**config.mk**
```make
export PLATFORM = sky130hd
export DESIGN_NAME = bmide_chan_regs
export DESIGN_NICKNAME = d
export VERILOG_FILES = /design/src/rtl/bmc_pkg.sv /design/src/rtl/bmc_decode.sv /design/src/rtl/bmc_ctl.sv /design/src/rtl/bmc_ptr.sv /design/src/rtl/bmc_rdmux.sv /design/src/rtl/bmide_chan_regs.sv
export SDC_FILE = /design/constraint.sdc
export NUM_CORES = 1
export LEC_CHECK = 0
export CORE_MARGIN = 2
export CORE_UTILIZATION = 45
export CTS_CLUSTER_SIZE = 20
export DETAILED_ROUTE_END_ITERATION = 6
export MAX_ROUTING_LAYER = met4
export PLACE_DENSITY = 0.75
export SLEW_MARGIN = 10
export SYNTH_ARGS = -nofsm -noshare
export SYNTH_HDL_FRONTEND = slang
export SYNTH_SLANG_ARGS = --single-unit
```
**constraint.sdc**
```tcl
create_clock -name clk -period 1.7 [get_ports clk]
set_clock_uncertainty 0.2 [all_clocks]
set_input_delay 0.17 -clock clk [delete_from_list [all_inputs] [get_ports clk]]
set_output_delay 0.17 -clock clk [all_outputs]
set_load 0.05 [all_outputs]
```
**src/rtl/bmc_pkg.sv**
```systemverilog
package bmc_pkg;
  localparam int DATA_W = 32;

  // byte offsets inside the channel window
  localparam int OFF_CMD  = 0;
  localparam int OFF_RSV1 = 1;
  localparam int OFF_STS  = 2;
  localparam int OFF_RSV3 = 3;
  localparam int OFF_PTR  = 4;

  // command byte bits
  localparam int CMD_RUN = 0;

  // status byte bits
  localparam int ST_ACT  = 0;
  localparam int ST_ERR  = 1;
  localparam int ST_IRQ  = 2;
  localparam logic [7:0] ST_PLAIN_MASK = 8'hF8;

  typedef enum logic [1:0] {
    SZ_BYTE = 2'd0,
    SZ_HALF = 2'd1,
    SZ_WORD = 2'd2,
    SZ_RSVD = 2'd3
  } acc_size_e;
endpackage

```
**src/rtl/bmc_decode.sv**
```systemverilog
module bmc_decode #(
  parameter int ADDR_W = 3
) (
  input  logic              wr_en,
  input  logic [ADDR_W-1:0] addr,
  input  logic [1:0]        size,
  output logic              we_cmd,
  output logic              we_sts,
  output logic              we_rsv1,
  output logic              we_rsv3,
  output logic              we_ptr,
  output logic              bad_wr
);
  import bmc_pkg::*;

  logic is_byte, is_word;
  assign is_byte = (size == SZ_BYTE);
  assign is_word = (size == SZ_WORD);

  always_comb begin
    we_cmd  = 1'b0;
    we_sts  = 1'b0;
    we_rsv1 = 1'b0;
    we_rsv3 = 1'b0;
    we_ptr  = 1'b0;
    bad_wr  = 1'b0;
    if (wr_en) begin
      if (addr == ADDR_W'(OFF_CMD)) begin
        if (is_byte) we_cmd = 1'b1; else bad_wr = 1'b1;
      end else if (addr == ADDR_W'(OFF_RSV1)) begin
        if (is_byte) we_rsv1 = 1'b1; else bad_wr = 1'b1;
      end else if (addr == ADDR_W'(OFF_STS)) begin
        if (is_byte) we_sts = 1'b1; else bad_wr = 1'b1;
      end else if (addr == ADDR_W'(OFF_RSV3)) begin
        if (is_byte) we_rsv3 = 1'b1; else bad_wr = 1'b1;
      end else if (addr == ADDR_W'(OFF_PTR)) begin
        if (is_word) we_ptr = 1'b1; else bad_wr = 1'b1;
      end else begin
        bad_wr = 1'b1;
      end
    end
  end
endmodule

```
**src/rtl/bmc_ctl.sv**
```systemverilog
module bmc_ctl #(
  parameter logic [1:0] CAP_RESET = 2'b11
) (
  input  logic       clk,
  input  logic       rst,
  input  logic       we_cmd,
  input  logic       we_sts,
  input  logic       we_rsv1,
  input  logic       we_rsv3,
  input  logic       bad_wr,
  input  logic [7:0] wbyte,
  input  logic       dev_present,
  input  logic       dma_done,
  input  logic       dma_fault,
  output logic [7:0] cmd_q,
  output logic [7:0] sts_q,
  output logic [7:0] rsv1_q,
  output logic [7:0] rsv3_q,
  output logic       launch,
  output logic       start_o,
  output logic       abort_o,
  output logic       nodev_o,
  output logic       sizeerr_o
);
  import bmc_pkg::*;

  localparam logic [7:0] STS_RESET = {1'b0, CAP_RESET, 5'b0};

  logic run_old, run_edge, refused, go;
  logic [7:0] cmd_n, sts_n;

  assign run_old  = cmd_q[CMD_RUN];
  assign run_edge = we_cmd && (wbyte[CMD_RUN] != run_old);
  assign refused  = run_edge && !dev_present;
  assign go       = run_edge && dev_present && !dma_done;
  assign launch   = go && !run_old;

  always_comb begin
    cmd_n = cmd_q;
    if (we_cmd && !refused) cmd_n = wbyte;
    if (dma_done) cmd_n[CMD_RUN] = 1'b0;

    sts_n = sts_q;
    if (we_sts) begin
      sts_n = (sts_q & ~ST_PLAIN_MASK) | (wbyte & ST_PLAIN_MASK);
      if (wbyte[ST_ERR]) sts_n[ST_ERR] = 1'b0;
      if (wbyte[ST_IRQ]) sts_n[ST_IRQ] = 1'b0;
    end
    if (go) sts_n[ST_ACT] = !run_old;
    if (dma_done) begin
      sts_n[ST_ACT] = 1'b0;
      sts_n[ST_IRQ] = 1'b1;
      if (dma_fault) sts_n[ST_ERR] = 1'b1;
    end
  end

  always_ff @(posedge clk) begin
    if (rst) begin
      cmd_q     <= '0;
      sts_q     <= STS_RESET;
      rsv1_q    <= '0;
      rsv3_q    <= '0;
      start_o   <= 1'b0;
      abort_o   <= 1'b0;
      nodev_o   <= 1'b0;
      sizeerr_o <= 1'b0;
    end else begin
      cmd_q     <= cmd_n;
      sts_q     <= sts_n;
      if (we_rsv1) rsv1_q <= wbyte;
      if (we_rsv3) rsv3_q <= wbyte;
      start_o   <= go && !run_old;
      abort_o   <= go && run_old;
      nodev_o   <= refused;
      sizeerr_o <= bad_wr;
    end
  end
endmodule

```
**src/rtl/bmc_ptr.sv**
```systemverilog
module bmc_ptr #(
  parameter int PTR_W     = 32,
  parameter int PTR_ALIGN = 2
) (
  input  logic             clk,
  input  logic             rst,
  input  logic             we,
  input  logic [PTR_W-1:0] wdata,
  input  logic             launch,
  output logic [PTR_W-1:0] ptr_q,
  output logic [PTR_W-1:0] ptr_out
);
  localparam logic [PTR_W-1:0] KEEP_MASK =
    {{(PTR_W-PTR_ALIGN){1'b1}}, {PTR_ALIGN{1'b0}}};

  always_ff @(posedge clk) begin
    if (rst) begin
      ptr_q   <= '0;
      ptr_out <= '0;
    end else begin
      if (we)     ptr_q   <= wdata & KEEP_MASK;
      if (launch) ptr_out <= ptr_q;
    end
  end
endmodule

```
**src/rtl/bmc_rdmux.sv**
```systemverilog
module bmc_rdmux #(
  parameter int PTR_W = 32
) (
  input  logic             clk,
  input  logic             rst,
  input  logic             rd_en,
  input  logic             sel_ptr,
  input  logic [7:0]       cmd_q,
  input  logic [7:0]       rsv1_q,
  input  logic [7:0]       sts_q,
  input  logic [7:0]       rsv3_q,
  input  logic [PTR_W-1:0] ptr_q,
  output logic [31:0]      rdata
);
  logic [31:0] ptr_ext, lo_word;

  generate
    if (PTR_W < 32) begin : g_ext
      assign ptr_ext = {{(32-PTR_W){1'b0}}, ptr_q};
    end else begin : g_full
      assign ptr_ext = ptr_q[31:0];
    end
  endgenerate

  assign lo_word = {rsv3_q, sts_q, rsv1_q, cmd_q};

  always_ff @(posedge clk) begin
    if (rst)        rdata <= '0;
    else if (rd_en) rdata <= sel_ptr ? ptr_ext : lo_word;
  end
endmodule

```
**src/rtl/bmide_chan_regs.sv**
```systemverilog
module bmide_chan_regs #(
  parameter int         ADDR_W    = 3,
  parameter int         PTR_W     = 32,
  parameter int         PTR_ALIGN = 2,
  parameter logic [1:0] CAP_RESET = 2'b11
) (
  input  logic              clk,
  input  logic              rst,
  input  logic              wr_en,
  input  logic              rd_en,
  input  logic [ADDR_W-1:0] addr,
  input  logic [1:0]        size,
  input  logic [31:0]       wdata,
  output logic [31:0]       rdata,
  input  logic              dev_present,
  input  logic              dma_done,
  input  logic              dma_fault,
  output logic              start_pulse,
  output logic              abort_pulse,
  output logic [PTR_W-1:0]  dma_ptr,
  output logic              irq,
  output logic              size_err,
  output logic              nodev_err
);
  import bmc_pkg::*;

  logic we_cmd, we_sts, we_rsv1, we_rsv3, we_ptr, bad_wr, launch;
  logic [7:0] cmd_q, sts_q, rsv1_q, rsv3_q;
  logic [PTR_W-1:0] ptr_q;

  bmc_decode #(.ADDR_W(ADDR_W)) u_dec (
    .wr_en(wr_en), .addr(addr), .size(size),
    .we_cmd(we_cmd), .we_sts(we_sts), .we_rsv1(we_rsv1),
    .we_rsv3(we_rsv3), .we_ptr(we_ptr), .bad_wr(bad_wr)
  );

  bmc_ctl #(.CAP_RESET(CAP_RESET)) u_ctl (
    .clk(clk), .rst(rst),
    .we_cmd(we_cmd), .we_sts(we_sts), .we_rsv1(we_rsv1), .we_rsv3(we_rsv3),
    .bad_wr(bad_wr), .wbyte(wdata[7:0]),
    .dev_present(dev_present), .dma_done(dma_done), .dma_fault(dma_fault),
    .cmd_q(cmd_q), .sts_q(sts_q), .rsv1_q(rsv1_q), .rsv3_q(rsv3_q),
    .launch(launch), .start_o(start_pulse), .abort_o(abort_pulse),
    .nodev_o(nodev_err), .sizeerr_o(size_err)
  );

  bmc_ptr #(.PTR_W(PTR_W), .PTR_ALIGN(PTR_ALIGN)) u_ptr (
    .clk(clk), .rst(rst), .we(we_ptr), .wdata(wdata[PTR_W-1:0]),
    .launch(launch), .ptr_q(ptr_q), .ptr_out(dma_ptr)
  );

  bmc_rdmux #(.PTR_W(PTR_W)) u_rd (
    .clk(clk), .rst(rst), .rd_en(rd_en), .sel_ptr(addr[2]),
    .cmd_q(cmd_q), .rsv1_q(rsv1_q), .sts_q(sts_q), .rsv3_q(rsv3_q),
    .ptr_q(ptr_q), .rdata(rdata)
  );

  assign irq = sts_q[ST_IRQ];
endmodule

```
==> metrics.md <==
| Metric | Value |
|---|---|
| Fin nets | around 730 |
| ANT cells | 0 |
| Clock Sinks | 128 |
| Share of layout cells above drive strength 1 | approximately 22% |
| Post-synth ARST share | 0% |
| Failing checks | negative setup slack |
| Period Utilization, post-route | 108% |
| Syn avg cell area | 9.16 um^2 |
| Final hold vios | 0 |
| Setup slack at placement | -571 ps |
| Fin worst setup slack | -136 ps |
| Setup violations, final | 31 |
| Core Box Area | 0.0113 mm^2 |
| First-pass GRT wire length | 23900 um |
| RSZ-0062 raised after global routing | true |
| Dpl hpwl | 9850 um |
| Synth area leader | dfxtp_1 |
| Root Driver | clkbuf_16 |
| Max-slew violations | 0 |
| Post-synth top flop | dfxtp_1 |
| Grt total ovfl | 0 |
| Static Leak | 2.77 nW |
| Placed cells | 803 |
| Total Routed Length | approximately 15000 um |
| WP data required | 1830 ps |
| DRC | 0 |
| CP max FO | 6 |
| Clock buffer depth | 2 |
| Critical path arrival | about 2000 ps |
| Sequential cell area fraction in the yosys report | 49.8% |
| Global Route met1 Usage | 31.3% |
| Commonest cells after routing, fill and taps aside | dfxtp_1, buf_4, nand2_1, mux2i_1, clkdlybuf4s50_1 |
| Rows | 39 |
| Vias in the first global route | 4626 |
| Synth top area cells | dfxtp_1, mux2i_1, nand2_1, a211oi_1, a21oi_1 |
| Critical path endpoint category | flop |
| Number of antenna-violating nets in the routed design | 0 |
| Hold_buf cts | 0 |
| GR met3 Demand/Resource | 5.74% |
| Status | finished with violations |
| GRT Util Overall | 25.0% |
| H-tree Lvls | 4 |
| Io pins | between 100 and 150 |
| Die H | 111 um |
| Fmax | 0.545 GHz |
| Max-cap violations | 0 |
| Initial Util | 45.6% |
| EDFF count, synth | 0 |
| Type of the most critical hold path | input pin to flop |
| Distinct cells, synth | 37 |
| CTS buffer count | 17 |
| Post-DR vias/cell | ~5.5 |
| Synth-to-Final Area Change | 36.5% |
| Die area | 0.0123 mm^2 |
| Netlist Area Pre-Place | around 0.0051 mm^2 |
| CTS tree | built |
| Final Wtd Congestion | between 0.8 and 0.9 |
| Synth warn | 0 |
| Largest net degree at the start of global routing | 71 |
| IO buf count | 110 |
| Grt met2 use | 40.2% |
| Worst vdd ir | between 0.0006 and 0.0007 V |
| Clock Latency Late Sink | 410 ps |
| Fin cells | 840 |
| Initial antenna violation count | 0 |
| GRT busiest layer | met2 |
| Most common cell after layout, fill and taps aside | dfxtp_1 |
| First DRT Iteration DRCs | 329 |
| 1st-pass router iterations | 5 |
| Die width | between 100 and 150 um |
| Total power density per cell area | between 1000 and 1500 mW/mm^2 |
| Via Count | 4601 |
| Critical path startpoint category | flop |
| Fin crit period | 1840 ps |
| Yosys reg bits | roughly 130 |
| Yosys top cell area share | between 40 and 50% |
| Clock-pin slew on the worst setup and hold paths | 60 ps |
| WL/cell | approximately 18 um |
| Setup CP Type | flop to flop |
| Post-Syn Instances | 561 |
timing repair:
item	4_1_cts	5_1_grt
pin swaps	2	2
setup buffers	6	0
setup endpoints to repair	31	33
resized for setup	8	4
gates cloned	3	0
hold endpoints to repair	0	0
cell families (layout without fill, tap and decap cells):
family	Yosys count	count (layout)	share of synthesized area (%)
multiplexers	84	84	16.4
flip-flops	128	128	49.8
buffers and inverters	52	187	4.53
XOR/XNOR	1	1	0.170
AO/OA/AOI/OAI	109	109	12.7
AND/OR/NAND/NOR	186	186	16.3
other	1	2	0.0729
power breakdown:
| group | internal (mW) | switching (mW) |
|---|---|---|
| clock network | 1.91 | 1.48 |
| logic | 0.256 | 0.425 |
| registers | 3.05 | 0.0315 |
cell type report:
type,count,area [um^2]
fillers,927,4260
multi-input cells,382,2380
inverters,3,11.3
clock inverters,15,126
well taps,143,179
repair buffers,152,1330
flip-flops and latches,128,2560
clock buffers,17,425
sequential cells by signal, indices dropped and copies added (netlist names):
name             count
u_ctl.abort_o        1
u_ctl.cmd_q          8
u_ctl.nodev_o        1
u_ctl.rsv1_q         8
u_ctl.rsv3_q         8
u_ctl.sizeerr_o      1
u_ctl.start_o        1
u_ctl.sts_q          8
u_ptr.ptr_out       30
u_ptr.ptr_q         30
u_rd.rdata          32
per-stage QoR:
step                setup TNS, ps  power [mW]  instance area [um^2]  hold slack (ps)  utilization, %
floorplan                   -3300        3.53                  5170             48.5               -
global placement           -27790        3.80                  6390              246            56.7
detailed placement         -30330        3.82                  6390              249            56.7
CTS                         -4680        7.18                  7090             56.9            62.9
global route                -4060        7.37                  7020             92.0            62.2
finish                      -3010        7.15                  7020             80.5            62.2
metal layers:
layer	wire [um]	share of wire [%]
met4	239	1.6
met1	6480	43
met3	998	6.7
met2	7200	48
met5	0	0
synth_stat cells (3+ instances only):
cell type / n
a211oi_1: 30
a21oi_1: 37
buf_1: 4
buf_2: 3
buf_4: 3
buf_6: 3
clkbuf_1: 36
dfxtp_1: 128
mux2i_1: 84
nand2_1: 95
nand2b_1: 3
nand3_1: 37
nand3b_1: 4
nor2_1: 33
o21ai_0: 35
worst paths after layout:
path                                     start                              to  slack, ps  depth (start not counted)
hold / removal                           rd_en      u_rd.rdata[3]$_SDFFE_PP0P_         80                          3
setup / recovery   u_ctl.cmd_q[0]$_SDFFE_PP0P_  u_ptr.ptr_out[29]$_SDFFE_PP0P_       -140                          5
setup reg to reg   u_ctl.cmd_q[0]$_SDFFE_PP0P_  u_ptr.ptr_out[29]$_SDFFE_PP0P_       -140                          5
hold reg to reg   u_ctl.rsv1_q[4]$_SDFFE_PP0P_    u_ctl.rsv1_q[4]$_SDFFE_PP0P_        250                          2
critical path: stages (launching register included):
cell and delay [ps]:
dfxtp_2 320, or4bb_4 560, nor3_4 170, buf_6 170
buf_12 140, mux2i_1 200
Power figures use the tool's default switching activity.
